**src/rtl/csc_matrix.sv**
```systemverilog
module csc_matrix #(
  parameter int DW = 8,
  parameter int CW = 13
) (
  input  logic          clk,
  input  logic          rst_n,
  input  logic          cfg_we,
  input  logic [4:0]    cfg_addr,
  input  logic [7:0]    cfg_wdata,
  input  logic          vld_i,
  input  logic [DW-1:0] ch0_i,
  input  logic [DW-1:0] ch1_i,
  input  logic [DW-1:0] ch2_i,
  output logic          vld_o,
  output logic [DW-1:0] ch0_o,
  output logic [DW-1:0] ch1_o,
  output logic [DW-1:0] ch2_o
);
  localparam int FR = 12;
  localparam int PW = CW + DW + 1;
  localparam int AW = PW + 5;
  localparam int NV = 12;
  localparam logic [4:0] CTRL = 5'd24;
  localparam logic signed [AW-1:0] HALF = AW'(1) <<< (FR - 1);
  localparam logic signed [AW-1:0] TOP  = AW'((1 << DW) - 1);
  localparam logic [CW-1:0] DEF [0:NV-1] = '{
    13'h0C52, 13'h0800, 13'h0000, 13'h19D7,
    13'h1C41, 13'h0800, 13'h1E81, 13'h029F,
    13'h0000, 13'h0800, 13'h0ED8, 13'h1894};

  logic [CW-1:0] cv [0:NV-1];
  logic          en_q;
  logic [1:0]    sc_q;

  always_ff @(posedge clk or negedge rst_n) begin
    if (!rst_n) begin
      for (int k = 0; k < NV; k++) cv[k] <= DEF[k];
      en_q <= 1'b0;
      sc_q <= 2'b01;
    end else if (cfg_we) begin
      if (cfg_addr == CTRL) begin
        en_q <= cfg_wdata[0];
        sc_q <= cfg_wdata[2:1];
      end else if (cfg_addr < CTRL) begin
        if (cfg_addr[0]) cv[cfg_addr[4:1]][7:0]    <= cfg_wdata;
        else             cv[cfg_addr[4:1]][CW-1:8] <= cfg_wdata[CW-9:0];
      end
    end
  end

  logic [DW-1:0] din [0:2];
  assign din[0] = ch0_i;
  assign din[1] = ch1_i;
  assign din[2] = ch2_i;

  logic                 v1, v2, e1, e2;
  logic [1:0]           s1;
  logic signed [PW-1:0] p1 [0:2][0:2];
  logic [CW-1:0]        o1 [0:2];
  logic [DW-1:0]        b1 [0:2], b2 [0:2];
  logic signed [AW-1:0] a2 [0:2];
  logic signed [AW-1:0] sum_c [0:2];
  logic [DW-1:0]        res_c [0:2];
  logic [DW-1:0]        dq [0:2];

  always_comb begin
    for (int i = 0; i < 3; i++) begin
      sum_c[i] = AW'(p1[i][0]) + AW'(p1[i][1]) + AW'(p1[i][2])
               + ({{(AW-CW){o1[i][CW-1]}}, o1[i]} <<< 8);
      sum_c[i] = sum_c[i] <<< (s1[1] ? 2 : (s1[0] ? 1 : 0));
    end
  end

  always_comb begin
    for (int i = 0; i < 3; i++) begin
      logic signed [AW-1:0] q;
      q = (a2[i] + HALF) >>> FR;
      if (!e2)          res_c[i] = b2[i];
      else if (q < 0)   res_c[i] = '0;
      else if (q > TOP) res_c[i] = '1;
      else              res_c[i] = q[DW-1:0];
    end
  end

  always_ff @(posedge clk or negedge rst_n) begin
    if (!rst_n) begin
      v1 <= 1'b0; v2 <= 1'b0; vld_o <= 1'b0;
      e1 <= 1'b0; e2 <= 1'b0; s1 <= '0;
      for (int i = 0; i < 3; i++) begin
        o1[i] <= '0; b1[i] <= '0; b2[i] <= '0; a2[i] <= '0; dq[i] <= '0;
        for (int j = 0; j < 3; j++) p1[i][j] <= '0;
      end
    end else begin
      v1 <= vld_i; v2 <= v1; vld_o <= v2;
      if (vld_i) begin
        e1 <= en_q; s1 <= sc_q;
        for (int i = 0; i < 3; i++) begin
          o1[i] <= cv[4*i+3];
          b1[i] <= din[i];
          for (int j = 0; j < 3; j++)
            p1[i][j] <= $signed(cv[4*i+j]) * $signed({1'b0, din[j]});
        end
      end
      if (v1) begin
        e2 <= e1;
        for (int i = 0; i < 3; i++) begin
          a2[i] <= sum_c[i];
          b2[i] <= b1[i];
        end
      end
      if (v2)
        for (int i = 0; i < 3; i++) dq[i] <= res_c[i];
    end
  end

  assign ch0_o = dq[0];
  assign ch1_o = dq[1];
  assign ch2_o = dq[2];

  logic [1:0] live;
  always_ff @(posedge clk or negedge rst_n)
    if (!rst_n) live <= '0;
    else if (live != 2'd3) live <= live + 2'd1;

  a_r6_valid_delay: assert property (@(posedge clk) disable iff (!rst_n)
    (live == 2'd3) |-> (vld_o == $past(vld_i, 3)));

  a_r6_hold_idle: assert property (@(posedge clk) disable iff (!rst_n)
    (live != 2'd0 && !vld_o) |-> ($stable(ch0_o) && $stable(ch1_o) && $stable(ch2_o)));

  a_r7_bypass: assert property (@(posedge clk) disable iff (!rst_n)
    (live == 2'd3 && vld_o && !$past(en_q, 3)) |->
      (ch0_o == $past(ch0_i, 3) && ch1_o == $past(ch1_i, 3) && ch2_o == $past(ch2_i, 3)));

  a_r3_ctrl_write: assert property (@(posedge clk) disable iff (!rst_n)
    (cfg_we && cfg_addr == CTRL) |=> ({sc_q, en_q} == $past(cfg_wdata[2:0])));

  a_r3_high_addr_ignored: assert property (@(posedge clk) disable iff (!rst_n)
    (cfg_we && cfg_addr > CTRL) |=> ($stable(en_q) && $stable(sc_q)));
endmodule

```
**config.mk**
```make
export PLATFORM = sky130hd
export DESIGN_NAME = csc_matrix
export DESIGN_NICKNAME = d
export VERILOG_FILES = /design/src/rtl/csc_matrix.sv
export SDC_FILE = /design/constraint.sdc
export NUM_CORES = 2
export LEC_CHECK = 0
export ABC_AREA = 1
export BUFFER_PORTS_ARGS = -buffer_cell sky130_fd_sc_hd__clkbuf_2
export CORE_UTILIZATION = 63
export CTS_BUF_LIST = sky130_fd_sc_hd__clkbuf_8
export DETAILED_ROUTE_END_ITERATION = 16
export PLACE_DENSITY = 0.79
export SYNTH_ARGS = -nofsm -noshare
export SYNTH_HDL_FRONTEND = slang
export SYNTH_SLANG_ARGS = --single-unit
```
**constraint.sdc**
```tcl
create_clock -name clk -period 5.2 [get_ports clk]
set_input_delay 0.26 -clock clk [delete_from_list [all_inputs] [get_ports clk]]
set_output_delay 0.26 -clock clk [all_outputs]
set_load 0.1 [all_outputs]
```
=== Word level (Yosys, flattened, before mapping) ===
Cells that the tools add are included.

* Bits in registers: 556
* Bits of input ports: 41
* Output and inout port bits: 25

* $add $sub $neg: 12
* $mul: 9
* Order comparisons: 9
* Equality and inequality tests: 1
* Shift-type cells: 3
* Mux-type cells: 18
* Bitwise operators: 2
* Reductions and logical operators: 3

{| class="wikitable"
|+ Operators with widths
! kind !! number
|-
| $bwmux 156 || 2
|-
| $mul 13x9->22 || 9
|-
| $mux 156 || 1
|-
| $demux 13 s4 || 2
|-
| $add 27x13->27 const B || 3
|-
| $sshl 25x2->27 || 3
|-
| $mux 8 || 10
|-
| $add 24x21->25 || 3
|-
| $add 23x22->24 || 3
|-
| $add 22x22->23 || 3
|-
| $gt 15x9->1 const B || 3
|-
| $lt 15x1->1 const B || 3
|-
| $mux 13 || 1
|-
| $eq 5x5->1 const B || 1
|-
| $ge 5x5->1 const B || 1
|-
| $lt 5x1->1 const B || 1
|-
| $lt 5x5->1 const B || 1
|-
| $not 4->5 || 1
|-
| $reduce_and 3->1 || 1
|-
| $mux 2 || 1
|-
| $reduce_and 2->1 || 1
|-
| $logic_and 1x1->1 || 1
|-
| $mux 1 || 1
|-
| $not 1->1 || 1
|}

=== Longest topological paths before layout ===
* Depth after elaboration: 7
* Mapped depth: 24
* Mapped depth without buffers: 23

=== Least setup slack after synthesis ===
No wires, ideal clock.

* Kind: register -> register
* From: register cv[103] (netlist name)
* To: register p1[131] (netlist name)
* Data arrival time: 4.427 ns
* Data required time: 5.082 ns
* Setup slack: 0.655 ns
* Cell stages (with the launch flop): 19
* Buffers on the path: 1
* Period minus slack after synthesis: 4.545 ns
* Cell sequence: dfstp_2 buf_1 nand2_1 fa_1 inv_1 fa_1 inv_1 fa_1 fa_1 inv_1 ha_1 inv_1 nor3_1 and2_1 nand3_1 nand3_1 or2_2 nand3_1 nand2_1

* Cells in the longest elaborated chain, start to end: 1

{| class="wikitable"
|+ RTL lines
! element !! RTL line !! text
|-
| from (decl) || 31 || <nowiki>logic [CW-1:0] cv [0:NV-1];</nowiki>
|-
| from (signal, indexed assignment) || 45 || <nowiki>if (cfg_addr[0]) cv[cfg_addr[4:1]][7:0] <= cfg_wdata;</nowiki>
|-
| from (signal, indexed assignment) || 46 || <nowiki>else cv[cfg_addr[4:1]][CW-1:8] <= cfg_wdata[CW-9:0];</nowiki>
|-
| $mul 13x9->22 || 101 || <nowiki>p1[i][j] <= $signed(cv[4*i+j]) * $signed({1'b0, din[j]});</nowiki>
|-
| to (signal, indexed assignment) || 101 ||
|-
| to (decl) || 58 || <nowiki>logic signed [PW-1:0] p1 [0:2][0:2];</nowiki>
|}

Every way passes these cells.
A chain may end at the register's enable or synchronous reset.

=== Final worst setup path ===
* From: register cv[90] (netlist name)
* To: register p1[109] (netlist name)

The elaborated chain is that of the path after synthesis.

==> impl_metrics.csv <==
group,metric,value,unit
worst_setup_path,slowest_delay,0.78,ns
synth,synth_top_area_share,26.6,%
synth,syn-num-nets,10000,
synth,ys_types,50,
final_layout,area_delta_synth_final,6.47,%
worst_hold_path,hold_end,"b1[10]",
synth,yosys_warnings,0,
detailed_routing,ant_nets,0,
clock_tree,root_buffer,"clkbuf_8",
detailed_routing,drt-initial-drc-count,4574,
worst_setup_path,end_kind,"flip-flop",
detailed_routing,drt-total-wl,183,mm
placed_design,dpl_worst_slack,0.159,ns
placed_design,portBuffers,65,
worst_setup_path,criticalPathCategory,"reg -> reg",
sta,finalHoldViolCount,0,
floorplanning,coreArea,0.102,mm²
synth,synth_xor_xnor_area_share,1.72,%
synth,yosysSeqAreaShare,20.2,%
sta,max_freq,0.206,GHz
global_route,antenna_found_initial,12,
worst_setup_path,path_cells,"nand2_1, fa_1, inv_1, fa_1, inv_1, fa_1, fa_1, inv_1, ha_1, a21oi_1, o31ai_1, a21oi_1, nand3_1, or2_2, nand3_1, nand2_1",
clock_tree,h-tree-depth,3,
floorplanning,die_y,323,µm
floorplanning,die_x,323,µm
run,max_cap_violations,0,
sta,finClkSkew,0.0456,ns
final_layout,fillers,8744,
worst_hold_path,hold_class,"in -> reg",
clock_tree,insertion_delay,0.79,ns
final_layout,multi_input_area,0.0426,mm²
synth,synthAdderAreaFrac,35.9,%
power,p_leak,40.6,nW
sta,period_share,93.2,%
detailed_routing,drtPass1Iterations,9,
synth,synth_compound_area_share,6.82,%
floorplanning,ios,66,
sta,worst_pin_slew,0.974,ns
worst_hold_path,min_from,"ch1_i[2]",
worst_setup_path,cp-start-kind,"flip-flop",
floorplanning,initial_utilization,63.7,%
final_layout,register_area,0.0131,mm²
synth,synthArstFlopShare,100,%
global_route,track_usage,36.3,%
global_route,grt_first_pass_wirelength,292,mm
synth,synth_area,0.0650,mm²
worst_setup_path,cp_top_family,"adder cells",
worst_setup_path,path_max_fanout,9,
final_layout,drive_above_1_share,5.76,%
clock_tree,cts_tree,"done",
floorplanning,die_area,0.104,mm²
worst_setup_path,cp.arrival,5.50,ns
worst_setup_path,ff2ff_path_depth,16,
sta,finalWorstSetupSlack,0.355,ns
status,status,"finished clean",
sta,finalSetupTns,0,ns
sta,fin_crit,4.85,ns
worst_hold_path,min_path_cells,4,
synth,ys_seq_elements,523,
worst_setup_path,r2r_slack,0.35,ns
sta,slew_headroom,35.1,%
synth,yosysMostFrequentCell,"nand2_1",
sta,setup_viol,0,
worst_setup_path,timing.rr.start,"cv[90]",
synth,synthTopCellsByCount,"2,514 x nand2_1, 2,125 x inv_1, 864 x fa_1",
synth,synthFlopType,"dfrtp_1",
power,p_per_area,687,mW/mm²
synth,synth_top_family_by_area,"adder cells",
synth,synth-edff-count,0,
power,ir_drop,392,µV
sta,slew_violations,0,
global_route,grt-ovfl-total,0,
sta,rsz0062_at_grt,"false",
detailed_routing,routedWlPerCell,18.3,µm
detailed_routing,dr_total_vias,54200,
clock_tree,cts-buffers-inserted,102,
worst_setup_path,crit_path_top_delay_cell,"fa_1",
worst_setup_path,cp_data_required_time,5.85,ns
clock_tree,ctsLongestPathBuffers,3,
worst_setup_path,worst_path_most_repeated_cell,"fa_1",
global_route,grt_pass1_vias,54000,
placed_design,finalWeightedCongestion,1.03,
synth,yosys.area_share.simple,21.0,%
worst_setup_path,crit_buf_inv,3,
final_layout,nNetsFinal,9947,
clock_tree,clkSlewWorstSetupHoldPaths,0.07,ns
detailed_routing,routed_via_density,5.41,
clock_tree,cts_setup_buffers,0,
synth,ys_top_cells_by_area,"fa_1 27%, dfrtp_1 18%, nand2_1 15%, inv_1 12%, ha_1 9.3%",
synth,syn_area_per_cell,7.53,µm²
global_route,grt_max_degree,139,
floorplanning,num_rows,117,
detailed_routing,drc_errors,0,
synth,netlist_instances,8628,
synth,synth_mux_area_share,0,%
synth,synth_area_leader_cell,"fa_1",
worst_setup_path,r2r_end,"p1[109]",
placed_design,place_hpwl,143,mm
clock_tree,clock_sinks,523,
==> sequential cells by signal, summed over array words and instances (netlist names) <==
| signal | count |
|---|---|
| a2 | 48 |
| b1 | 24 |
| b2 | 24 |
| ch0_o | 8 |
| ch1_o | 8 |
| ch2_o | 8 |
| cv | 156 |
| e1 | 1 |
| e2 | 1 |
| en_q | 1 |
| o1 | 39 |
| p1 | 198 |
| s1 | 2 |
| sc_q | 2 |
| v1 | 1 |
| v2 | 1 |
| vld_o | 1 |
==> report_power, final <==
part           total, mW  leakage [nW]  internal [mW]  switching (mW)
Clock               5.05          1.33           2.95            2.10
Sequential          7.20          6.48           5.41            1.78
Combinational       35.3          32.8           12.5            22.8
Total               47.5          40.6           20.8            26.7
==> kinds of logic (layout without fill, tap and decap cells) <==
family | after synthesis | count (layout)
AOI/OAI and AO/OA | 802 | 802
buffers and inverters | 2465 | 2483
adders and majority gates | 1347 | 1347
and+or+nand+nor | 3365 | 3365
DFF | 523 | 523
xor gates and xnor gates | 126 | 126
other | 0 | 11
==> metal layers <==
| layer | share of wire (%) | wire, µm | track usage [%] |
|---|---|---|---|
| met1 | 42 | 76100 | 49.2 |
| met5 | 0.035 | 64 | 0 |
| met2 | 44 | 81300 | 56.0 |
| met4 | 4.4 | 8020 | 15.5 |
| met3 | 9.6 | 17500 | 8.64 |
==> how the worst max path moves through the flow <==
stage / startpoint / to / slack (ns) / cells after the start
after floorplan: cv[103] / p1[131] / 0.65 / 18
after detailed placement: ch2_i[0] / p1[16] / 0.16 / 18
after global routing: cv[90] / p1[109] / 0.07 / 17
after CTS: cv[90] / p1[109] / 0.38 / 17
after global placement: ch2_i[0] / p1[16] / 0.21 / 18
final: cv[90] / p1[109] / 0.35 / 16
==> worst min-delay path, delay by kind of cell <==
family / cells / cell delay [ns]
AND/OR/NAND/NOR: 2 / 0.13
buffers and inverters: 2 / 0.42
==> metrics by stage <==
step           util, %  std cells  power [mW]  hold WS (ns)  instance area, µm²
2_1_floorplan        -       8628        32.0       -0.0356               65000
3_3_place_gp      65.3       9814        40.9         0.333               66600
3_5_place_dp      65.3       9814        41.7         0.348               66600
4_1_cts           67.8      10000        47.1       0.00924               69200
5_1_grt           67.8      10000        52.6        0.0711               69200
6_report          67.8      10000        47.5        0.0856               69200
==> area by class of cell <==
type	instances	share of cell area, %
multi-input combinational	5640	61.5
sequential	523	19.0
inverter	2130	11.6
tap	1368	2.47
clock buffer	122	2.43
timing repair buffer	162	1.89
clock inverter	69	1.10
antenna	11	0.0398
==> layout by cell type, fill, tap and decap left out, types with 48 or more instances in the layout <==
cell type / Yosys / final
o21ai_0: 358 / 358
a21oi_1: 268 / 268
xor2_1: 55 / 55
dfstp_2: 48 / 48
dfrtp_1: 475 / 474
nand3_1: 372 / 372
nand2_1: 2514 / 2514
xnor2_1: 69 / 69
clkbuf_2: 0 / 63
ha_1: 483 / 483
nor2_1: 289 / 287
fa_1: 864 / 864
clkbuf_8: 0 / 122
buf_4: 2 / 71
inv_1: 2125 / 2146
==> timing repair <==
action	CTS	global route
resized for setup	0	0
endpoints found under the setup margin	0	0
hold buffers	9	0
hold endpoints to repair	114	0
(Power assumes the default switching activity.)
